File: config.mk
export PLATFORM = sky130hd
export DESIGN_NAME = ibr_bridge
export DESIGN_NICKNAME = d
export VERILOG_FILES = /design/src/rtl/ibr_pkg.sv /design/src/rtl/ibr_regs.sv /design/src/rtl/ibr_seq.sv /design/src/rtl/ibr_bridge.sv
export SDC_FILE = /design/constraint.sdc
export NUM_CORES = 1
export LEC_CHECK = 0
export BUFFER_PORTS_ARGS = -buffer_cell sky130_fd_sc_hd__buf_2
export CELL_PAD_IN_SITES_DETAIL_PLACEMENT = 1
export CELL_PAD_IN_SITES_GLOBAL_PLACEMENT = 2
export CORE_AREA = 2 2 137 139
export DETAILED_ROUTE_END_ITERATION = 7
export DIE_AREA = 0 0 139 141
export PLACE_DENSITY = 0.83
export RECOVER_POWER = 50
export REMOVE_ABC_BUFFERS = 1
export SLEW_MARGIN = 25
export SYNTH_ARGS = -nofsm -noshare
export SYNTH_HDL_FRONTEND = slang
export SYNTH_HIERARCHICAL = 1
export SYNTH_SLANG_ARGS = --single-unit
File: constraint.sdc
create_clock -name clk -period 2.87 [get_ports clk]
set_input_delay 0.4305 -clock clk [delete_from_list [all_inputs] [get_ports clk]]
set_output_delay 0.4305 -clock clk [all_outputs]
set_load 0.005 [all_outputs]
File: src/rtl/ibr_pkg.sv
package ibr_pkg;

    typedef enum logic [1:0] {
        ST_IDLE,
        ST_ISSUE,
        ST_RDWAIT,
        ST_DONE
    } ibr_state_e;

    typedef enum logic [2:0] {
        SEL_CMD,
        SEL_ADDR,
        SEL_RDATA,
        SEL_WDATA,
        SEL_NONE
    } ibr_sel_e;

    // Command register layout: bit 2 ack, bit 1 write, bit 0 read
    typedef struct packed {
        logic ack;
        logic wr;
        logic rd;
    } ibr_cmd_t;

    localparam int CMD_W = 3;

    // Window base must be 16-byte aligned; registers are word aligned.
    function automatic ibr_sel_e ibr_select(input logic [31:0] a, input logic [31:0] base);
        ibr_sel_e s;
        s = SEL_NONE;
        if (a[31:4] == base[31:4] && a[1:0] == 2'b00) begin
            case (a[3:2])
                2'd0:    s = SEL_CMD;
                2'd1:    s = SEL_ADDR;
                2'd2:    s = SEL_RDATA;
                default: s = SEL_WDATA;
            endcase
        end
        return s;
    endfunction

endpackage

File: src/rtl/ibr_regs.sv
module ibr_regs
    import ibr_pkg::*;
#(
    parameter int          HOST_AW  = 16,
    parameter int          DW       = 32,
    parameter int          BE_AW    = 12,
    parameter logic [31:0] WIN_BASE = 32'h400
) (
    input  logic               clk,
    input  logic               rst,
    input  logic [HOST_AW-1:0] host_addr,
    input  logic               host_wr,
    input  logic               host_rd,
    input  logic [DW-1:0]      host_wdata,
    output logic [DW-1:0]      host_rdata,
    output logic               host_rvalid,
    input  logic               busy,
    input  ibr_cmd_t           cmd_view,
    input  logic [DW-1:0]      rd_data,
    output logic               cmd_we,
    output logic [1:0]         cmd_bits,
    output logic [BE_AW-1:0]   addr_q,
    output logic [DW-1:0]      wdata_q
);

    localparam int ADDR_PAD = DW - BE_AW;
    localparam int CMD_PAD  = DW - CMD_W;

    ibr_sel_e      sel;
    logic [DW-1:0] view;

    assign sel      = ibr_select(32'(host_addr), WIN_BASE);
    assign cmd_we   = host_wr && sel == SEL_CMD;
    assign cmd_bits = host_wdata[1:0];

    always_ff @(posedge clk) begin
        if (rst) begin
            addr_q  <= '0;
            wdata_q <= '0;
        end else if (host_wr && !busy) begin
            if (sel == SEL_ADDR)  addr_q  <= host_wdata[BE_AW-1:0];
            if (sel == SEL_WDATA) wdata_q <= host_wdata;
        end
    end

    always_comb begin
        case (sel)
            SEL_CMD:   view = {{CMD_PAD{1'b0}}, cmd_view};
            SEL_ADDR:  view = {{ADDR_PAD{1'b0}}, addr_q};
            SEL_RDATA: view = rd_data;
            SEL_WDATA: view = wdata_q;
            default:   view = '0;
        endcase
    end

    always_ff @(posedge clk) begin
        if (rst) begin
            host_rdata  <= '0;
            host_rvalid <= 1'b0;
        end else begin
            host_rvalid <= host_rd;
            if (host_rd) host_rdata <= view;
        end
    end

    p_rvalid_r2: assert property (@(posedge clk) disable iff (rst)
        host_rd |=> host_rvalid);

    p_stage_hold_r6: assert property (@(posedge clk) disable iff (rst)
        (busy && host_wr) |=> ($stable(addr_q) && $stable(wdata_q)));

endmodule

File: src/rtl/ibr_seq.sv
module ibr_seq
    import ibr_pkg::*;
#(
    parameter int DW    = 32,
    parameter int BE_AW = 12
) (
    input  logic             clk,
    input  logic             rst,
    input  logic             cmd_we,
    input  logic [1:0]       cmd_bits,
    input  logic [BE_AW-1:0] addr_q,
    input  logic [DW-1:0]    wdata_q,
    output ibr_cmd_t         cmd_view,
    output logic [DW-1:0]    rd_data,
    output logic             busy,
    output logic             be_req,
    output logic             be_we,
    output logic [BE_AW-1:0] be_addr,
    output logic [DW-1:0]    be_wdata,
    input  logic             be_ready,
    input  logic             be_rvalid,
    input  logic [DW-1:0]    be_rdata
);

    ibr_state_e    state_q;
    ibr_cmd_t      cmd_q;
    logic [DW-1:0] rdata_q;
    logic          accept_new;

    assign accept_new = cmd_we && (state_q == ST_IDLE || state_q == ST_DONE);

    always_ff @(posedge clk) begin
        if (rst) begin
            state_q <= ST_IDLE;
            cmd_q   <= '0;
            rdata_q <= '0;
        end else begin
            case (state_q)
                ST_IDLE, ST_DONE: begin
                    if (accept_new) begin
                        if (|cmd_bits) begin
                            cmd_q.ack <= 1'b0;
                            cmd_q.rd  <= cmd_bits[0];
                            cmd_q.wr  <= cmd_bits[1] & ~cmd_bits[0];
                            state_q   <= ST_ISSUE;
                        end else begin
                            cmd_q   <= '0;
                            state_q <= ST_IDLE;
                        end
                    end
                end
                ST_ISSUE: begin
                    if (be_ready) begin
                        if (cmd_q.wr) begin
                            cmd_q.ack <= 1'b1;
                            state_q   <= ST_DONE;
                        end else begin
                            state_q   <= ST_RDWAIT;
                        end
                    end
                end
                default: begin
                    if (be_rvalid) begin
                        rdata_q   <= be_rdata;
                        cmd_q.ack <= 1'b1;
                        state_q   <= ST_DONE;
                    end
                end
            endcase
        end
    end

    assign busy     = state_q == ST_ISSUE || state_q == ST_RDWAIT;
    assign be_req   = state_q == ST_ISSUE;
    assign be_we    = cmd_q.wr;
    assign be_addr  = addr_q;
    assign be_wdata = wdata_q;
    assign cmd_view = cmd_q;
    assign rd_data  = rdata_q;

    p_req_hold_r10: assert property (@(posedge clk) disable iff (rst)
        (be_req && !be_ready) |=> (be_req && $stable(be_addr) && $stable(be_we) && $stable(be_wdata)));

    p_ack_after_r3: assert property (@(posedge clk) disable iff (rst)
        be_req |-> !cmd_view.ack);

    p_busy_ignore_r6: assert property (@(posedge clk) disable iff (rst)
        (busy && cmd_we) |=> ($stable(cmd_q.rd) && $stable(cmd_q.wr)));

    p_clear_r7: assert property (@(posedge clk) disable iff (rst)
        (state_q == ST_DONE && cmd_we && cmd_bits == 2'b00) |=> (cmd_view == '0 && !busy));

    p_rdata_hold_r9: assert property (@(posedge clk) disable iff (rst)
        !(state_q == ST_RDWAIT && be_rvalid) |=> $stable(rd_data));

endmodule

File: src/rtl/ibr_bridge.sv
module ibr_bridge
    import ibr_pkg::*;
#(
    parameter int          HOST_AW  = 16,
    parameter int          DW       = 32,
    parameter int          BE_AW    = 12,
    parameter logic [31:0] WIN_BASE = 32'h400
) (
    input  logic               clk,
    input  logic               rst,
    input  logic [HOST_AW-1:0] host_addr,
    input  logic               host_wr,
    input  logic               host_rd,
    input  logic [DW-1:0]      host_wdata,
    output logic [DW-1:0]      host_rdata,
    output logic               host_rvalid,
    output logic               be_req,
    output logic               be_we,
    output logic [BE_AW-1:0]   be_addr,
    output logic [DW-1:0]      be_wdata,
    input  logic               be_ready,
    input  logic               be_rvalid,
    input  logic [DW-1:0]      be_rdata
);

    logic             busy;
    ibr_cmd_t         cmd_view;
    logic [DW-1:0]    rd_data;
    logic             cmd_we;
    logic [1:0]       cmd_bits;
    logic [BE_AW-1:0] addr_q;
    logic [DW-1:0]    wdata_q;

    ibr_regs #(
        .HOST_AW (HOST_AW),
        .DW      (DW),
        .BE_AW   (BE_AW),
        .WIN_BASE(WIN_BASE)
    ) u_regs (
        .clk        (clk),
        .rst        (rst),
        .host_addr  (host_addr),
        .host_wr    (host_wr),
        .host_rd    (host_rd),
        .host_wdata (host_wdata),
        .host_rdata (host_rdata),
        .host_rvalid(host_rvalid),
        .busy       (busy),
        .cmd_view   (cmd_view),
        .rd_data    (rd_data),
        .cmd_we     (cmd_we),
        .cmd_bits   (cmd_bits),
        .addr_q     (addr_q),
        .wdata_q    (wdata_q)
    );

    ibr_seq #(
        .DW   (DW),
        .BE_AW(BE_AW)
    ) u_seq (
        .clk      (clk),
        .rst      (rst),
        .cmd_we   (cmd_we),
        .cmd_bits (cmd_bits),
        .addr_q   (addr_q),
        .wdata_q  (wdata_q),
        .cmd_view (cmd_view),
        .rd_data  (rd_data),
        .busy     (busy),
        .be_req   (be_req),
        .be_we    (be_we),
        .be_addr  (be_addr),
        .be_wdata (be_wdata),
        .be_ready (be_ready),
        .be_rvalid(be_rvalid),
        .be_rdata (be_rdata)
    );

endmodule

== Word level (Yosys, flattened, before mapping) ==
Cells that the tools add are included.
W data, S select, Z words.

* Equal/unequal tests: 12
* Muxes and demuxes: 15
* Bitwise operators: 3
* Reduce and logical (&&, ||, !) cells: 21

{| class="wikitable"
|+ Operators with widths
! cell !! number
|-
| $pmux W32 S4 || 1
|-
| $eq A12 B7 Y1 const B || 1
|-
| $mux W2 || 4
|-
| $reduce_and A2 Y1 || 4
|-
| $eq A2 B2 Y1 const B || 3
|-
| $eq A3 B2 Y1 const B || 2
|-
| $logic_not A2 Y1 || 3
|-
| $mux W3 || 2
|-
| $ne A2 B1 Y1 const B || 3
|-
| $pmux W2 S3 || 1
|-
| $mux W1 || 5
|-
| $eq A2 B1 Y1 const B || 2
|-
| $logic_and A1 B1 Y1 || 4
|-
| $pmux W2 S2 || 1
|-
| $reduce_and A4 Y1 || 1
|-
| $reduce_or A2 Y1 || 2
|-
| $eq A3 B1 Y1 const B || 1
|-
| $logic_not A3 Y1 || 1
|-
| $reduce_and A3 Y1 || 1
|-
| $reduce_bool A3 Y1 || 1
|-
| $reduce_or A3 Y1 || 1
|-
| $logic_or A1 B1 Y1 || 2
|-
| $not A1 Y1 || 2
|-
| $pmux W1 S2 || 1
|-
| 2 further kinds || 2
|}

* Register bits: 114
* Output and inout bits: 79

== Logic depth before layout (Yosys ltp) ==
* Word-level depth: 8
* Depth in mapped cells: 10
* Depth with buffers taken out: 7

== By module ==
Netlist, hierarchy kept.

{| class="wikitable"
|+ Modules (own cells, without submodules)
! module !! times used !! cells each !! area an instance (µm²) !! sequential area each (µm²)
|-
| ibr_regs || 1 || 370 || 3403.3 || 1541.5
|-
| ibr_seq || 1 || 218 || 1740.4 || 740.7
|}

== Worst setup path before layout ==
Ideal clock, no wire load.

* Path kind: input to register
* Start point: in host_addr[5]
* End point: reg u_seq.cmd_q (netlist bit u_seq/cmd_view[2])
* Data arrival time: 2.031 ns
* Slack: 0.751 ns
* Stages: 7
* Buffers on the path: 1
* Path through: nor4_4 -> nand4_2 -> clkbuf_1 -> nor4b_2 -> or2b_1 -> a41oi_1 -> a311oi_2

* Cells in the longest elaborated chain, start to end: 8

{| class="wikitable"
|+ Ends and longest elaborated chain
! item !! line !! source
|-
| start: declaration || ibr_bridge.sv:11 || <nowiki>input logic [HOST_AW-1:0] host_addr,</nowiki>
|-
| $eq A12 B7 Y1 || ibr_pkg.sv:31 || <nowiki>if (a[31:4] == base[31:4] && a[1:0] == 2'b00) begin</nowiki>
|-
| $logic_and A1 B1 Y1 || ibr_pkg.sv:31 ||
|-
| $mux W3 || ibr_pkg.sv:31 ||
|-
| $logic_not A3 Y1 || ibr_regs.sv:33 || <nowiki>assign cmd_we = host_wr && sel == SEL_CMD;</nowiki>
|-
| $logic_and A1 B1 Y1 || ibr_regs.sv:33 ||
|-
| via cmd_we || ibr_bridge.sv:29 || <nowiki>logic cmd_we;</nowiki>
|-
| $logic_and A1 B1 Y1 || ibr_seq.sv:30 || <nowiki>assign accept_new = cmd_we && (state_q == ST_IDLE || state_q == ST_DONE);</nowiki>
|-
| $ne A2 B1 Y1 (no source line) || -- ||
|-
| $reduce_and A4 Y1 (no source line) || -- ||
|-
| end: declaration || ibr_seq.sv:26 || <nowiki>ibr_cmd_t cmd_q;</nowiki>
|}

The timed path passes the listed nets, and every way through them passes these cells.
A chain may end at the register's enable or synchronous reset.

== Worst setup path after layout ==
* Start point: in host_addr[12]
* End point: reg u_regs.host_rdata[12]

* Cells in the longest elaborated chain, start to end: 5
* Elaborated cells between the ends (all ways): 8

{| class="wikitable"
|+ Ends and longest elaborated chain
! item !! line !! source
|-
| $eq A12 B7 Y1 * || ibr_pkg.sv:31 ||
|-
| $logic_and A1 B1 Y1 * || ibr_pkg.sv:31 ||
|-
| $mux W3 * || ibr_pkg.sv:31 ||
|-
| $eq A3 B2 Y1 (tied with other cells) || ibr_regs.sv:47 || <nowiki>case (sel)</nowiki>
|-
| $pmux W32 S4 * || ibr_regs.sv:47 ||
|-
| end signal: assignment || ibr_regs.sv:62 || <nowiki>if (host_rd) host_rdata <= view;</nowiki>
|-
| end: declaration || ibr_regs.sv:15 || <nowiki>output logic [DW-1:0] host_rdata,</nowiki>
|}

Mark *: on every way between the ends. The rest lies on a longest branch, timed or not.

==> reports/summary.json <==
{
  "status": "finished, final reports clean",
  "io_buffers": 164,
  "path_delay_family": "simple AND/OR/NAND/NOR gates",
  "gr-usage-all-layers_pct": 16.8,
  "cp_max_fo": 33,
  "routed_wire_length_mm": 16.5,
  "via_count": 4538,
  "die_area_um2": 19600,
  "max_freq_mhz": 408,
  "path_class": "input port to register",
  "period_needed_ns": 2.45,
  "dp_hpwl_mm": 11.0,
  "antenna_cells_inserted": 0,
  "combPwrFrac_pct": 15.5,
  "share_seq_of_total_power_pct": 38.4,
  "die-width_um": 139,
  "syn_area_per_cell_um2": 8.75,
  "ir_worst_vdd_mv": 0.385,
  "cts.sink_count": 114,
  "number_of_buffers_added_to_fix_hold_violations_after_cts": 0,
  "maxSlewHeadroom_pct": 1.69,
  "power-per-cell-area_nw_per_um2": 706,
  "yosys.area_share.simple_pct": 16.8,
  "leading_cell_type_in_the_layout_fill_and_taps_excluded": "sky130_fd_sc_hd__buf_2",
  "gp_weighted_congestion": 0.769,
  "power.switching_fraction_pct": 27.8,
  "ys.warnings.count": 6,
  "initial_core_utilization_pct": 28.2,
  "slew_violations": 0,
  "sequential_fraction_of_the_synthesis_area_pct": 44.4,
  "grt.overflow.total": 0,
  "netlist.area_leader.share_pct": 44.4,
  "synth_top_cells_by_area": "sky130_fd_sc_hd__dfxtp_1 44%, sky130_fd_sc_hd__a21oi_1 7.7%, sky130_fd_sc_hd__nand2_1 7.2%",
  "clock_tree_from_tritoncts": "built",
  "finalClockSkew_ns": 0.00592,
  "layout.cells.most_common_list": "125 x sky130_fd_sc_hd__buf_2, 114 x sky130_fd_sc_hd__dfxtp_1, 98 x sky130_fd_sc_hd__nand2_1",
  "grt_pass1_wl_mm": 25.9,
  "remaining_drc_errors": 0,
  "drive_above_1_share_pct": 27.5,
  "post_synth_xor_area_fraction_pct": 0,
  "finalHoldViolCount": 0,
  "postCtsResizedCells": 0,
  "finalSetupViolations": 0,
  "number_of_global_route_vias_before_repair": 4642,
  "clock-root-buffer": "sky130_fd_sc_hd__clkbuf_16",
  "clkLatencyLatePin_ns": 0.41,
  "post_layout_nonfiller_instances": 929,
  "post_synth_fa_ha_maj_area_fraction_pct": 0.730,
  "synthCells": 588,
  "cts.repair_timing.setup_buffer_count": 0,
  "crit_path_start_kind": "input port",
  "fillCellCount": 2223,
  "yosys_register_bits": 114,
  "synth.mux.area_fraction_pct": 7.18,
  "post-place-cells": 898,
  "max_stage_delay_ns": 1.13,
  "post_synthesis_to_final_layout_area_growth_pct": 21.0,
  "synthArstFlopShare_pct": 0,
  "largest_family_of_logic_cells_by_synthesized_area": "compound AO/OA/AOI/OAI gates",
  "routedWlPerCell_um": 17.8,
  "detail_route.first_pass.iterations": 4,
  "cts.reportedPaths.clkPinSlew_ns": 0.05,
  "synthDominantAreaCellType": "sky130_fd_sc_hd__dfxtp_1",
  "placedInstanceArea_um2": 5720,
  "slowest_stage": "sky130_fd_sc_hd__and4_1",
  "synth_edf_count": 0,
  "synth_top_flop_cell": "sky130_fd_sc_hd__dfxtp_1",
  "holdCritPathClass": "input port to register",
  "stdcell_area_um2": 6220,
  "core-area_um2": 18300,
  "mappedNetlistArea_um2": 5140,
  "cp.required_ns": 3.19,
  "io-pin-count": 165,
  "rows": 50,
  "cp-end-kind": "register",
  "drt_first_iter_violations": 232,
  "number_of_nets_with_antenna_violations_after_detailed_routing": 0,
  "chipHeight_um": 141,
  "synth_cell_type_count": 38,
  "total_switching_power_uw": 1220,
  "timing.critical_path.buf_inv": 2,
  "antenna_found_initial": 0,
  "clockPowerShare_pct": 46.1,
  "via_per_inst": 4.88,
  "critical_path_arrival_ns": 2.77,
  "cts_htree_levels": 4,
  "grt_setup_unrepaired": "no",
  "power_leakage_uw": 0.00239,
  "internal_power_uw": 3170,
  "period_share_pct": 85.3,
  "cap_violations": 0,
  "worst_slew_pin_tran_ns": 1.47,
  "final_nets": 772,
  "synth_compound_area_share_pct": 17.9,
  "cts_inserted_buffers": 17,
  "worstPathCellList": "buf_2 -> nor4b_4 -> and4_1 -> nand3_1 -> clkbuf_2 -> o21ai_0",
  "number_of_buffers_on_the_longest_clock_path": 2,
  "grt_start_max_net_pins": 46
}
==> synthesized netlist by cell type (2+ instances only) <==
master,instances
sky130_fd_sc_hd__ha_1,3
sky130_fd_sc_hd__nor2b_1,3
sky130_fd_sc_hd__a22o_1,3
sky130_fd_sc_hd__buf_2,19
sky130_fd_sc_hd__mux4_2,3
sky130_fd_sc_hd__o21ai_0,65
sky130_fd_sc_hd__dfxtp_1,114
sky130_fd_sc_hd__buf_12,5
sky130_fd_sc_hd__nand3_1,2
sky130_fd_sc_hd__a22oi_1,9
sky130_fd_sc_hd__nand4_1,44
sky130_fd_sc_hd__inv_1,3
sky130_fd_sc_hd__a31oi_1,2
sky130_fd_sc_hd__buf_4,47
sky130_fd_sc_hd__nand2_1,99
sky130_fd_sc_hd__mux2_2,9
sky130_fd_sc_hd__nand2b_1,2
sky130_fd_sc_hd__and2_1,3
sky130_fd_sc_hd__nor2_1,2
sky130_fd_sc_hd__nor4_4,2
sky130_fd_sc_hd__o21ai_1,9
sky130_fd_sc_hd__a21oi_1,79
sky130_fd_sc_hd__clkbuf_1,26
sky130_fd_sc_hd__a311oi_2,2
sky130_fd_sc_hd__mux2i_1,20
==> power groups by stage <==
stage	registers [uW]	logic [uW]	clock network [uW]
after floorplan	1710	368	0
after global placement	1720	665	0
after detailed placement	1720	683	0
after CTS	1690	689	2060
after global routing	1690	748	2140
final	1690	680	2020
==> routing by layer <==
layer / part of all wire (%) / routed length (um) / up-vias / global-route usage (%)
li1: - / - / 2217 / -
met4: 1.0 / 165 / 0 / 4.57
met5: 0 / 0 / - / 0
met1: 48 / 7920 / 2182 / 22.2
met3: 5.1 / 836 / 13 / 4.38
met2: 46 / 7620 / 126 / 27.2
==> per-stage QoR <==
step	util [%]	TNS (ns)	hold WS [ns]	worst slack (ns)	total power, uW
floorplan	-	-32.16	0.427	-0.855	2080
global placement	31.3	0	0.432	0.690	2380
detailed placement	31.3	0	0.440	0.594	2400
CTS	34.4	0	0.237	0.588	4440
global route	34.1	0	0.249	0.214	4580
finish	34.1	0	0.258	0.421	4390
==> worst paths after layout <==
kind                                      startpoint                    end  slack, ns  depth (start not counted)
worst min register to register  u_regs/host_rdata[9]   u_regs/host_rdata[9]       0.45                          2
worst max-delay path                   host_addr[12]  u_regs/host_rdata[12]       0.42                          6
worst min-delay path                    be_rdata[30]      u_seq/rd_data[30]       0.26                          3
worst max register to register      u_seq/state_q[0]       u_regs/addr_q[4]       0.56                          8
==> layout make-up <==
cell class	instances	area, um^2	area share, %
multi-input combinational	372	2210	35.5
timing repair buffer	175	868	14.0
sequential	114	2280	36.7
clock buffer	26	509	8.18
tap	234	293	4.71
inverter	3	11.3	0.181
clock inverter	5	50.0	0.804
==> cell families (layout without fill, tap and decap cells) <==
family          count (synthesis)  after routing
buf+inv                       102            209
flops                         114            114
compound gates                171            171
fa+ha+maj                       3              3
simple gates                  166            166
mux                            32             32
==> flip-flops by register name (all words and copies together), names as in the netlist <==
name / count
u_regs/host_rdata: 32
u_regs/host_rvalid: 1
u_seq/cmd_view: 2
u_regs/addr_q: 12
u_seq/state_q: 2
u_seq/rd_data: 32
u_seq/be_we: 1
u_regs/wdata_q: 32
==> worst register-to-register path, stage by stage (launching register included) <==
cell	delay, ns
sky130_fd_sc_hd__dfxtp_1	0.35
sky130_fd_sc_hd__inv_1	0.07
sky130_fd_sc_hd__ha_1	0.46
sky130_fd_sc_hd__inv_1	0.13
sky130_fd_sc_hd__nor2b_4	0.14
sky130_fd_sc_hd__buf_4	0.29
sky130_fd_sc_hd__nand2_1	0.36
sky130_fd_sc_hd__o21ai_0	0.28
sky130_fd_sc_hd__a21oi_1	0.10
Power figures use the tool's default switching activity.
